`src/rtl/rxbuf_pkg.sv`:
```
package rxbuf_pkg;

    localparam int BYTE_W      = 8;
    localparam int CTL_W       = 3;
    localparam int CTL_MODE    = 0;
    localparam int CTL_RX_CLR  = 1;
    localparam int CTL_TX_CLR  = 2;
    localparam int ERR_W       = 4;
    localparam int ERR_BREAK   = 3;
    localparam int STAT_W      = 9;
    localparam logic [1:0] MODE_RX_DMA = 2'b10;

    typedef enum logic {
        BUF_HOLD = 1'b0,
        BUF_FIFO = 1'b1
    } buf_mode_e;

    typedef struct packed {
        logic              valid;
        logic [BYTE_W-1:0] data;
    } rx_beat_t;

    // Count field reads zero once the queue is full; only the full flag shows.
    function automatic logic [STAT_W-1:0] fill_word(input int unsigned count,
                                                    input int unsigned depth);
        logic [STAT_W-1:0] w;
        if (count == depth) begin
            w = {1'b1, {(STAT_W-1){1'b0}}};
        end else begin
            w = {1'b0, BYTE_W'(count)};
        end
        return w;
    endfunction

endpackage

```
`src/rtl/rxbuf_ctl.sv`:
```
module rxbuf_ctl
    import rxbuf_pkg::*;
(
    input  logic             clk,
    input  logic             rst,
    input  logic             ctl_wr,
    input  logic [CTL_W-1:0] ctl_wdata,
    output buf_mode_e        mode,
    output logic             rx_flush,
    output logic             tx_flush,
    output logic [CTL_W-1:0] ctl_rdata
);

    buf_mode_e mode_q;
    logic      tx_flush_q;

    always_ff @(posedge clk) begin
        if (rst) begin
            mode_q     <= BUF_HOLD;
            tx_flush_q <= 1'b0;
        end else begin
            tx_flush_q <= ctl_wr & ctl_wdata[CTL_TX_CLR];
            if (ctl_wr) begin
                mode_q <= buf_mode_e'(ctl_wdata[CTL_MODE]);
            end
        end
    end

    assign mode      = mode_q;
    assign rx_flush  = ctl_wr & ctl_wdata[CTL_RX_CLR];
    assign tx_flush  = tx_flush_q;
    assign ctl_rdata = {2'b00, mode_q};

    // transmit flush request produces a pulse after the write edge
    a_r9_tx_pulse: assert property (@(posedge clk) disable iff (rst)
        (ctl_wr && ctl_wdata[CTL_TX_CLR]) |=> tx_flush);

    // a pulse never appears without a write that asked for it
    a_r9_tx_cause: assert property (@(posedge clk) disable iff (rst)
        (!ctl_wr) |=> !tx_flush);

    // mode bit follows the written value
    a_r9_mode_store: assert property (@(posedge clk) disable iff (rst)
        ctl_wr |=> (ctl_rdata[CTL_MODE] == $past(ctl_wdata[CTL_MODE])));

endmodule

```
`src/rtl/rxbuf_fifo.sv`:
```
module rxbuf_fifo
    import rxbuf_pkg::*;
#(
    parameter int DEPTH = 16
) (
    input  logic              clk,
    input  logic              rst,
    input  logic              flush,
    input  rx_beat_t          wr_beat,
    input  logic              rd_req,
    output logic [BYTE_W-1:0] head,
    output logic              rd_ok,
    output logic              wr_drop,
    output logic              rd_empty_err,
    output logic [$clog2(DEPTH+1)-1:0] count
);

    localparam int PW = (DEPTH > 1) ? $clog2(DEPTH) : 1;
    localparam int CW = $clog2(DEPTH + 1);
    localparam logic [PW-1:0] LAST = PW'(DEPTH - 1);
    localparam logic [CW-1:0] FULL_CNT = CW'(DEPTH);

    logic [BYTE_W-1:0] mem [DEPTH];
    logic [PW-1:0]     wr_ptr, rd_ptr;
    logic [CW-1:0]     cnt_q;
    logic              empty, full, wr_ok;

    function automatic logic [PW-1:0] next_ptr(input logic [PW-1:0] p);
        return (p == LAST) ? '0 : p + PW'(1);
    endfunction

    assign empty        = (cnt_q == '0);
    assign full         = (cnt_q == FULL_CNT);
    assign rd_ok        = rd_req & ~empty;
    assign wr_ok        = wr_beat.valid & (~full | rd_ok);
    assign wr_drop      = wr_beat.valid & ~wr_ok;
    assign rd_empty_err = rd_req & empty;
    assign head         = mem[rd_ptr];
    assign count        = cnt_q;

    always_ff @(posedge clk) begin
        if (rst || flush) begin
            wr_ptr <= '0;
            rd_ptr <= '0;
            cnt_q  <= '0;
        end else begin
            if (wr_ok) begin
                wr_ptr <= next_ptr(wr_ptr);
            end
            if (rd_ok) begin
                rd_ptr <= next_ptr(rd_ptr);
            end
            cnt_q <= cnt_q + CW'(wr_ok) - CW'(rd_ok);
        end
    end

    always_ff @(posedge clk) begin
        if (wr_ok && !flush) begin
            mem[wr_ptr] <= wr_beat.data;
        end
    end

    // count never exceeds the storage depth
    a_r4_no_overflow: assert property (@(posedge clk) disable iff (rst)
        cnt_q <= FULL_CNT);

    // a rejected push leaves the fill level as it was
    a_r4_drop_keeps: assert property (@(posedge clk) disable iff (rst)
        (wr_drop && !rd_req && !flush) |=> $stable(cnt_q));

    // simultaneous accepted push and pop keeps the count
    a_r11_count_hold: assert property (@(posedge clk) disable iff (rst)
        (wr_ok && rd_ok && !flush) |=> $stable(cnt_q));

    // popping an empty queue without a push keeps it empty
    a_r5_stay_empty: assert property (@(posedge clk) disable iff (rst)
        (rd_empty_err && !wr_beat.valid) |=> (cnt_q == '0));

endmodule

```
`src/rtl/rxbuf_hold.sv`:
```
module rxbuf_hold
    import rxbuf_pkg::*;
(
    input  logic              clk,
    input  logic              rst,
    input  logic              flush,
    input  rx_beat_t          load,
    input  logic              take,
    output logic [BYTE_W-1:0] held,
    output logic              valid
);

    logic [BYTE_W-1:0] held_q;
    logic              valid_q;

    always_ff @(posedge clk) begin
        if (rst || flush) begin
            held_q  <= '0;
            valid_q <= 1'b0;
        end else begin
            if (load.valid) begin
                held_q <= load.data;
            end
            valid_q <= load.valid | (valid_q & ~take);
        end
    end

    assign held  = held_q;
    assign valid = valid_q;

    // a read without a new byte empties the holding register
    a_r2_take_clears: assert property (@(posedge clk) disable iff (rst)
        (take && !load.valid) |=> !valid);

    // a new byte is always marked ready
    a_r2_load_sets: assert property (@(posedge clk) disable iff (rst)
        (load.valid && !flush) |=> valid);

endmodule

```
`src/rtl/rxbuf_err.sv`:
```
module rxbuf_err
    import rxbuf_pkg::*;
(
    input  logic             clk,
    input  logic             rst,
    input  logic             brk_evt,
    input  logic             status_rd,
    input  logic             src_set,
    input  logic             src_clr,
    output logic [ERR_W-1:0] status,
    output logic             src
);

    logic brk_q;
    logic src_q;

    always_ff @(posedge clk) begin
        if (rst) begin
            brk_q <= 1'b0;
            src_q <= 1'b0;
        end else begin
            brk_q <= brk_evt | (brk_q & ~status_rd);
            src_q <= src_set | (src_q & ~src_clr);
        end
    end

    always_comb begin
        status            = '0;
        status[ERR_BREAK] = brk_q;
    end
    assign src = src_q;

    // a break is recorded in the status word
    a_r7_break_flag: assert property (@(posedge clk) disable iff (rst)
        brk_evt |=> status[ERR_BREAK]);

    // reading the status clears it completely
    a_r7_clear_on_read: assert property (@(posedge clk) disable iff (rst)
        (status_rd && !brk_evt) |=> (status == '0));

    // an error event raises the source flag
    a_r4_src_set: assert property (@(posedge clk) disable iff (rst)
        src_set |=> src);

    // clearing without a new event drops the flag
    a_r12_src_clear: assert property (@(posedge clk) disable iff (rst)
        (src_clr && !src_set) |=> !src);

endmodule

```
`src/rtl/rx_byte_buffer.sv`:
```
module rx_byte_buffer
    import rxbuf_pkg::*;
#(
    parameter int DEPTH = 16
) (
    input  logic              clk,
    input  logic              rst,
    input  logic              ctl_wr,
    input  logic [CTL_W-1:0]  ctl_wdata,
    output logic [CTL_W-1:0]  ctl_rdata,
    output logic              tx_flush,
    input  logic [1:0]        rx_mode,
    input  logic              push_valid,
    input  logic [BYTE_W-1:0] push_data,
    input  logic              push_break,
    input  logic              pop_req,
    output logic [BYTE_W-1:0] pop_data,
    output logic [STAT_W-1:0] fill_status,
    output logic              data_ready,
    output logic [ERR_W-1:0]  err_status,
    input  logic              err_rd,
    output logic              err_src,
    input  logic              err_src_clr,
    output logic              dma_busy
);

    localparam int CW = $clog2(DEPTH + 1);

    buf_mode_e         mode;
    logic              rx_flush;
    rx_beat_t          in_beat, fifo_beat, hold_beat;
    logic              fifo_pop, hold_take;
    logic [BYTE_W-1:0] fifo_head, hold_byte;
    logic              fifo_rd_ok, fifo_drop, fifo_empty_err;
    logic [CW-1:0]     fifo_count;
    logic              hold_valid;
    logic [BYTE_W-1:0] pop_q;

    // Break takes precedence over an ordinary byte and always carries 0x00.
    always_comb begin
        in_beat.valid = push_valid | push_break;
        in_beat.data  = push_break ? '0 : push_data;
    end

    always_comb begin
        fifo_beat       = in_beat;
        fifo_beat.valid = in_beat.valid & (mode == BUF_FIFO) & ~rx_flush;
        hold_beat       = in_beat;
        hold_beat.valid = in_beat.valid & (mode == BUF_HOLD) & ~rx_flush;
    end

    assign fifo_pop  = pop_req & (mode == BUF_FIFO) & ~rx_flush;
    assign hold_take = pop_req & (mode == BUF_HOLD) & ~rx_flush;

    rxbuf_ctl i_ctl (
        .clk       (clk),
        .rst       (rst),
        .ctl_wr    (ctl_wr),
        .ctl_wdata (ctl_wdata),
        .mode      (mode),
        .rx_flush  (rx_flush),
        .tx_flush  (tx_flush),
        .ctl_rdata (ctl_rdata)
    );

    rxbuf_fifo #(.DEPTH(DEPTH)) i_fifo (
        .clk          (clk),
        .rst          (rst),
        .flush        (rx_flush),
        .wr_beat      (fifo_beat),
        .rd_req       (fifo_pop),
        .head         (fifo_head),
        .rd_ok        (fifo_rd_ok),
        .wr_drop      (fifo_drop),
        .rd_empty_err (fifo_empty_err),
        .count        (fifo_count)
    );

    rxbuf_hold i_hold (
        .clk   (clk),
        .rst   (rst),
        .flush (rx_flush),
        .load  (hold_beat),
        .take  (hold_take),
        .held  (hold_byte),
        .valid (hold_valid)
    );

    rxbuf_err i_err (
        .clk       (clk),
        .rst       (rst),
        .brk_evt   (push_break),
        .status_rd (err_rd),
        .src_set   (fifo_drop | fifo_empty_err),
        .src_clr   (err_src_clr),
        .status    (err_status),
        .src       (err_src)
    );

    always_ff @(posedge clk) begin
        if (rst) begin
            pop_q <= '0;
        end else if (fifo_pop) begin
            pop_q <= fifo_rd_ok ? fifo_head : '0;
        end else if (hold_take) begin
            pop_q <= hold_byte;
        end
    end

    assign pop_data    = pop_q;
    assign fill_status = fill_word(int'(fifo_count), DEPTH);
    assign data_ready  = (mode == BUF_FIFO) ? (fifo_count != '0) : hold_valid;
    assign dma_busy    = (rx_mode == MODE_RX_DMA) & ~data_ready;

    // an accepted byte with no pop and no control write leaves data waiting
    a_r8_ready_after_push: assert property (@(posedge clk) disable iff (rst)
        (in_beat.valid && !pop_req && !ctl_wr) |=> data_ready);

    // an empty-queue pop delivers a zero byte
    a_r5_zero_on_empty: assert property (@(posedge clk) disable iff (rst)
        fifo_empty_err |=> (pop_data == '0));

    // a receive flush leaves nothing waiting
    a_r9_rx_flush: assert property (@(posedge clk) disable iff (rst)
        rx_flush |=> (!data_ready && fill_status == '0));

endmodule

```
`config.mk`:
```
export PLATFORM = sky130hd
export DESIGN_NAME = rx_byte_buffer
export DESIGN_NICKNAME = d
export VERILOG_FILES = /design/src/rtl/rxbuf_pkg.sv /design/src/rtl/rxbuf_ctl.sv /design/src/rtl/rxbuf_fifo.sv /design/src/rtl/rxbuf_hold.sv /design/src/rtl/rxbuf_err.sv /design/src/rtl/rx_byte_buffer.sv
export SDC_FILE = /design/constraint.sdc
export NUM_CORES = 1
export LEC_CHECK = 0
export ABC_CLOCK_PERIOD_IN_PS = 2800
export BUFFER_PORTS_ARGS = -buffer_cell sky130_fd_sc_hd__buf_2
export CAP_MARGIN = 40
export CORE_MARGIN = 2
export CORE_UTILIZATION = 56
export CTS_BUF_LIST = sky130_fd_sc_hd__clkbuf_4 sky130_fd_sc_hd__clkbuf_8
export CTS_CLUSTER_DIAMETER = 50
export DETAILED_ROUTE_END_ITERATION = 7
export PLACE_DENSITY = 0.74
export SYNTH_ARGS = -nofsm -noshare
export SYNTH_HDL_FRONTEND = slang
export SYNTH_SLANG_ARGS = --single-unit
export TNS_END_PERCENT = 20
```
`constraint.sdc`:
```
create_clock -name clk -period 2.8 [get_ports clk]
set_input_delay 0.14 -clock clk [delete_from_list [all_inputs] [get_ports clk]]
set_output_delay 0.14 -clock clk [all_outputs]
set_load 0.03 [all_outputs]
```
==> After elaboration in Yosys (flattened, before gate mapping) <==
Memory sizes are Yosys's and may differ from the RTL's. A register that Yosys moved wholly into a read port is not among the register bits.
Index checks and enable logic that the tools add are counted.
{ "word_totals": {"reg_bits": 34, "latch_bits": 0, "ramBits": 128, "romBits": 0, "in_bits": 21, "output_inout_bits": 28, "word_cells": 70, "n_memories": 1} }
{ "memory_table": {"columns": ["name", "words", "word_bits", "rd", "rd_clocked_by_memory_dff", "write_ports", "line_no", "text"], "rows": [
  ["i_fifo.mem", 16, 8, 1, 1, 1, "rxbuf_fifo.sv:23", "logic [BYTE_W-1:0] mem [DEPTH];"]
]} }
{ "classes": {"addsub": 4, "multipliers": 0, "div": 0, "n_lt_le_gt_ge": 0, "n_eq_ne": 4, "shifts": 0, "n_mux": 12, "n_bitwise": 33, "n_reduce_logical": 6} }
{ "op_table": {"columns": ["op", "count"], "rows": [
  ["8-bit 2-to-1 mux", 4],
  ["1-bit AND", 18],
  ["4-bit 2-to-1 mux", 4],
  ["9-bit 2-to-1 mux", 1],
  ["1-bit NOT", 9],
  ["4-bit by 1-bit adder with 4-bit output (second input constant)", 2],
  ["4-bit == test (second input constant)", 2],
  ["1-bit bitwise OR", 6],
  ["5-bit by 1-bit adder with 5-bit output", 1],
  ["5-bit == test (second input constant)", 1],
  ["5-bit logical NOT", 1],
  ["5-bit nonzero test", 1],
  ["5-bit by 1-bit subtractor with 5-bit output", 1],
  ["1-bit 2-to-1 mux", 3],
  ["2-bit == test (second input constant)", 1],
  ["2-bit nonzero test", 1],
  ["1-bit logical AND", 1],
  ["1-bit logical NOT", 1],
  ["1-bit logical OR", 1]
]} }

==> Longest topological paths before layout <==
{ "logic_depth": {"ltp_word": 10, "ltp_mapped": 13, "mapped_depth_nobuf": 12} }

==> Hierarchy <==
A second synthesis with hierarchy kept.
{ "unflattened": {"hier_cells": 448, "area_unflattened_um2": 7038.0} }
{ "by_module_without_submodules": {"columns": ["module", "instances", "cells_each", "area_per_inst_um2", "seq_area_each_um2"], "rows": [
  ["rxbuf_fifo", 1, 316, 5944.5, 4184.0],
  ["rx_byte_buffer", 1, 77, 560.5, 160.2],
  ["rxbuf_hold", 1, 31, 334.1, 180.2],
  ["rxbuf_err", 1, 13, 103.8, 40.0],
  ["rxbuf_ctl", 1, 11, 95.1, 40.0]
]} }

==> Worst setup path before layout <==
No wires, ideal clock.
{ "synth_timing": {"kind": "reg2reg", "from": "reg i_fifo.cnt_q[3], in the netlist i_fifo.count[3]", "to": "reg i_fifo.cnt_q[4], in the netlist i_fifo.count[4]", "setup_time_ns": 0.070, "arrival_ns": 3.021, "t_required_ns": 2.730, "slack_ns": -0.291, "path_stages_with_launch": 14, "path_buffers": 1, "period_less_slack_ns": 3.091, "path_cell_list": "dfxtp_1 inv_1 ha_1 nor4b_1 nor3_2 buf_2 ha_1 inv_1 ha_1 fa_1 a21oi_1 nor2_1 or3_1 a21oi_1"} }
{ "synth_via": {"elab_chain_len": 7, "elab_cells_between_ends": 9, "cone_classes": "2 x add/sub; 1 x eq/ne; 5 x bitwise; 1 x reduce/logical"} }
{ "synth_lines": {"columns": ["element", "line_no", "text"], "rows": [
  ["start: declaration", "rxbuf_fifo.sv:25", "logic [CW-1:0] cnt_q;"],
  ["start signal: assignment", "rxbuf_fifo.sv:53", "cnt_q <= cnt_q + CW'(wr_ok) - CW'(rd_ok);"],
  ["5-bit logical NOT *", "rxbuf_fifo.sv:32", "assign empty = (cnt_q == '0);"],
  ["1-bit NOT *", "rxbuf_fifo.sv:34", "assign rd_ok = rd_req & ~empty;"],
  ["1-bit AND *", "rxbuf_fifo.sv:34", null],
  ["named net fifo_rd_ok", "rx_byte_buffer.sv:34", "logic fifo_rd_ok, fifo_drop, fifo_empty_err;"],
  ["1-bit bitwise OR", "rxbuf_fifo.sv:35", "assign wr_ok = wr_beat.valid & (~full | rd_ok);"],
  ["1-bit AND", "rxbuf_fifo.sv:35", null],
  ["5-bit by 1-bit adder with 5-bit output", "rxbuf_fifo.sv:53", null],
  ["5-bit by 1-bit subtractor with 5-bit output *", "rxbuf_fifo.sv:53", null]
]} }
Mark *: on every way through the listed nets, which the timed path passes. The rest lies on a longest branch.
A chain may end at the register's enable or synchronous reset.

==> Worst setup path in the final report <==
{ "layout_timing": {"from": "reg i_fifo.cnt_q[2], in the netlist i_fifo.count[2]", "to": "reg i_fifo.cnt_q[4], in the netlist i_fifo.count[4]"} }
{ "layout_via": {"elab_chain_len": 7, "elab_cells_between_ends": 9, "cone_classes": "2 x add/sub; 1 x eq/ne; 5 x bitwise; 1 x reduce/logical"} }
{ "layout_lines": {"columns": ["element", "line_no"], "rows": [
  ["5-bit logical NOT", "rxbuf_fifo.sv:32"],
  ["1-bit NOT", "rxbuf_fifo.sv:34"],
  ["1-bit AND", "rxbuf_fifo.sv:34"],
  ["1-bit bitwise OR", "rxbuf_fifo.sv:35"],
  ["1-bit AND", "rxbuf_fifo.sv:35"],
  ["5-bit by 1-bit adder with 5-bit output", "rxbuf_fifo.sv:53"],
  ["5-bit by 1-bit subtractor with 5-bit output *", "rxbuf_fifo.sv:53"]
]} }
Every way passes the cells marked *; elsewhere a longest branch is shown, timed or not.

==> reports/results.tsv <==
stage	metric	value	unit
outcome	outcome	finished, final reports clean	
layout	Final nets	529	
timing	RSZ-0062 raised after global routing	no	
timing	Slew Limit Fails	0	
worst_setup_path	R2R Setup Slk	200	ps
hold_path	Hold Crit Start	ctl_wr	
floorplan	I/O Pins	49	
cts	Clock Latency Late Sink	460	ps
logic_synthesis	synth top area cells	edfxtp_1 (56%), dfxtp_1 (11%), mux4_2 (6.2%)	
placed_design	Inst Count DP	618	
worst_setup_path	crit end category	register	
logic_synthesis	share of the synthesized area in the top cell type	0.559	
cts	Worst-path clk slew	80	ps
drt	DR pass1 iterations	5	
logic_synthesis	synthesized area per cell	16.0	um^2
hold_path	Worst Hold Class	in -> reg	
worst_setup_path	crit-path cells	inv_1, ha_2, nor4b_4, nor3_2, ha_1, inv_1, ha_1, fa_2, a21oi_1, nor2_1, or3_1, a21oi_1	
timing	fin crit period	2600	ps
timing	Final Hold Vio Count	0	
cts	Clock Tree Buf Depth	2	
floorplan	Die H	115	um
logic_synthesis	number of flops mapped to enable cells by yosys	128	
logic_synthesis	Post-synth top flop	edfxtp_1	
global_routing	global-route wire length before repair	20.8	mm
timing	highest clock rate	0.385	GHz
power_and_ir_drop	Leak	2.71	nW
placed_design	Area after DPL	7330	um^2
placed_design	RePlAce Congestion	0.768	
logic_synthesis	Post-synth ARST share	0	
floorplan	Initial Util	0.572	
logic_synthesis	register area share after synthesis	0.670	
cts	# H-tree levels	4	
layout	most frequent cells in the layout	edfxtp_1 (128), nor2_1 (48), buf_2 (40)	
layout	Post-Layout Cell Count	656	
worst_setup_path	R2R Path End	i_fifo.count[4]	
layout	ANT cells	0	
timing	# setup viols final	0	
hold_path	hold path endpoint	i_ctl.mode	
timing	fraction of the cycle the final worst path needs	0.927	
placed_design	port bufs	40	
hold_path	WHS Path Cells	3	
drt	DR vias/cell	5.94	
cts	Sink Count	166	
floorplan	placeable core area	12000	um^2
drt	WL per Instance	20.5	um
drt	DRC Markers	0	
worst_setup_path	Worst EP required	3170	ps
worst_setup_path	slowest CP cell	fa_2	
flow_run	max-cap viol count	0	
layout	Area Growth Syn to Fin	13.0	%
cts	CTS buffer count	17	
worst_setup_path	kind of critical path	reg -> reg	
drt	DRT iter0 DRCs	361	
worst_setup_path	Crit path arrival time	2960	ps
layout	Fillers	836	
layout	Design Area, Final	7770	um^2
floorplan	die width	115	um
worst_setup_path	RR Startpoint	i_fifo.count[2]	
cts	Root Driver	clkbuf_8	
logic_synthesis	FF+latch count, synth	166	
logic_synthesis	Mapped Area	6880	um^2
drt	Routed Antenna Nets	0	
timing	Setup Skew	14.8	ps
drt	DR vias	3894	
worst_setup_path	crit-path max cell delay	350	ps
timing	Worst-Margin Slew	888	ps
logic_synthesis	Synth Warn #	0	
logic_synthesis	count of cell types in the netlist	47	
worst_setup_path	Critical Path Fanout Max	3	
worst_setup_path	worst reg-to-reg path cell count	12	
cts	TritonCTS clock tree	yes	
floorplan	full die area	13200	um^2
global_routing	antenna violations before repair	0	
power_and_ir_drop	PwrDens	604	nW/um^2
global_routing	vias in the first global route	3838	
power_and_ir_drop	VDD IR max	0.361	mV
drt	final wirelength	13.5	mm
global_routing	GRT Resource Usage Total	0.219	
floorplan	row cnt	40	
timing	Slew Limit Headroom	0.408	
worst_setup_path	critical path startpoint category	register	
logic_synthesis	Synth Instances	430	
layout	share of cells above drive strength 1	0.271	
placed_design	DP Wirelength	8.69	mm
global_routing	largest net degree at the start of global routing	33	
global_routing	gr ovfl total	0	
cts	post-CTS setup buffers	0	
layout	most common cell after layout, fill and taps aside	edfxtp_1	
timing	Setup TNS	0	ps
logic_synthesis	post-synth top area cell	edfxtp_1	
==> stage by stage <==
step	total power, W	worst slack (ps)	util	hold WS [ps]
after floorplan	0.00305	60.0	-	212
final	0.00469	204	0.647	33.4
after global routing	0.00488	11.6	0.647	22.9
after global placement	0.00314	228	0.608	369
after detailed placement	0.00316	146	0.610	370
after CTS	0.00473	114	0.646	6.50
==> cell usage after synthesis, types with 2 or more instances <==
cell        n
edfxtp_1  128
nor2_1     48
dfxtp_1    38
mux4_2     19
clkbuf_1   18
inv_1      14
mux2i_1    13
mux4_1     13
buf_4      11
ha_1       11
a311oi_1   10
nand3_1    10
nand4_1     9
nor2b_1     9
a221oi_1    8
mux2_2      8
nand2_1     8
a21oi_1     7
nor3_1      5
a31oi_1     4
buf_2       4
nand2b_1    3
xor2_1      3
a21o_1      2
a41oi_1     2
buf_6       2
o21ai_0     2
xnor2_1     2
==> how the worst max path moves through the flow <==
stage,cells past startpoint,startpoint,to
2_1_floorplan,13,i_fifo.count[3],i_fifo.count[4]
3_3_place_gp,12,i_fifo.count[3],i_fifo.count[4]
3_5_place_dp,12,i_fifo.count[3],i_fifo.count[4]
4_1_cts,12,i_fifo.count[3],i_fifo.count[4]
5_1_grt,12,i_fifo.count[2],i_fifo.count[4]
6_report,12,i_fifo.count[2],i_fifo.count[4]
==> logic make-up after synthesis <==
group	Yosys count	share of synthesized area
AOI/OAI and AO/OA	40	0.0442
xor gates and xnor gates	5	0.00637
adders and majority gates	12	0.0229
buffers and inverters	52	0.0399
DFF	166	0.670
muxes	53	0.144
other	1	0.000545
and+or+nand+nor	101	0.0724
==> per-layer routing <==
metal,track usage,up-vias,share of wire
met4,0.0779,0,0.017
met3,0.0511,16,0.057
met2,0.349,138,0.50
met1,0.303,1956,0.43
li1,-,1784,-
met5,0,-,0
==> power by group <==
part / total, W / internal, W / switching [W]
Combinational: 0.000410 / 0.000157 / 0.000254
Clock: 0.00158 / 0.000736 / 0.000842
Sequential: 0.00270 / 0.00268 / 0.0000253
==> area by class of cell <==
type                       instances  area, um^2  share of cell area
clock buffer                      23         304              0.0391
clock inverter                     9        67.6             0.00870
inverter                          14        52.6             0.00676
multi-input combinational        219        2040               0.263
sequential                       166        4600               0.593
tap                              147         184              0.0237
timing repair buffer              78         513              0.0660
==> state kept, by name (all words and copies together) (netlist names), 4 cells and up, named ones only <==
register,cells
i_fifo.count,5
i_fifo.mem,128
i_hold.held,8
i_fifo.rd_ptr,4
pop_data,8
i_fifo.wr_ptr,4
==> critical path: cells and delay by family (launching register included) <==
family | cells | cell delay [ps]
compound gates | 2 | 270
fa+ha+maj | 4 | 1060
buf+inv | 2 | 140
flops | 1 | 320
simple gates | 4 | 720
==> timing repair <==
item / in CTS / in global routing
resized for setup: 0 / 2
hold buffers: 6 / 0
endpoints found under the setup margin: 0 / 1
hold endpoints to repair: 5 / 0
(Power assumes the default switching activity.)
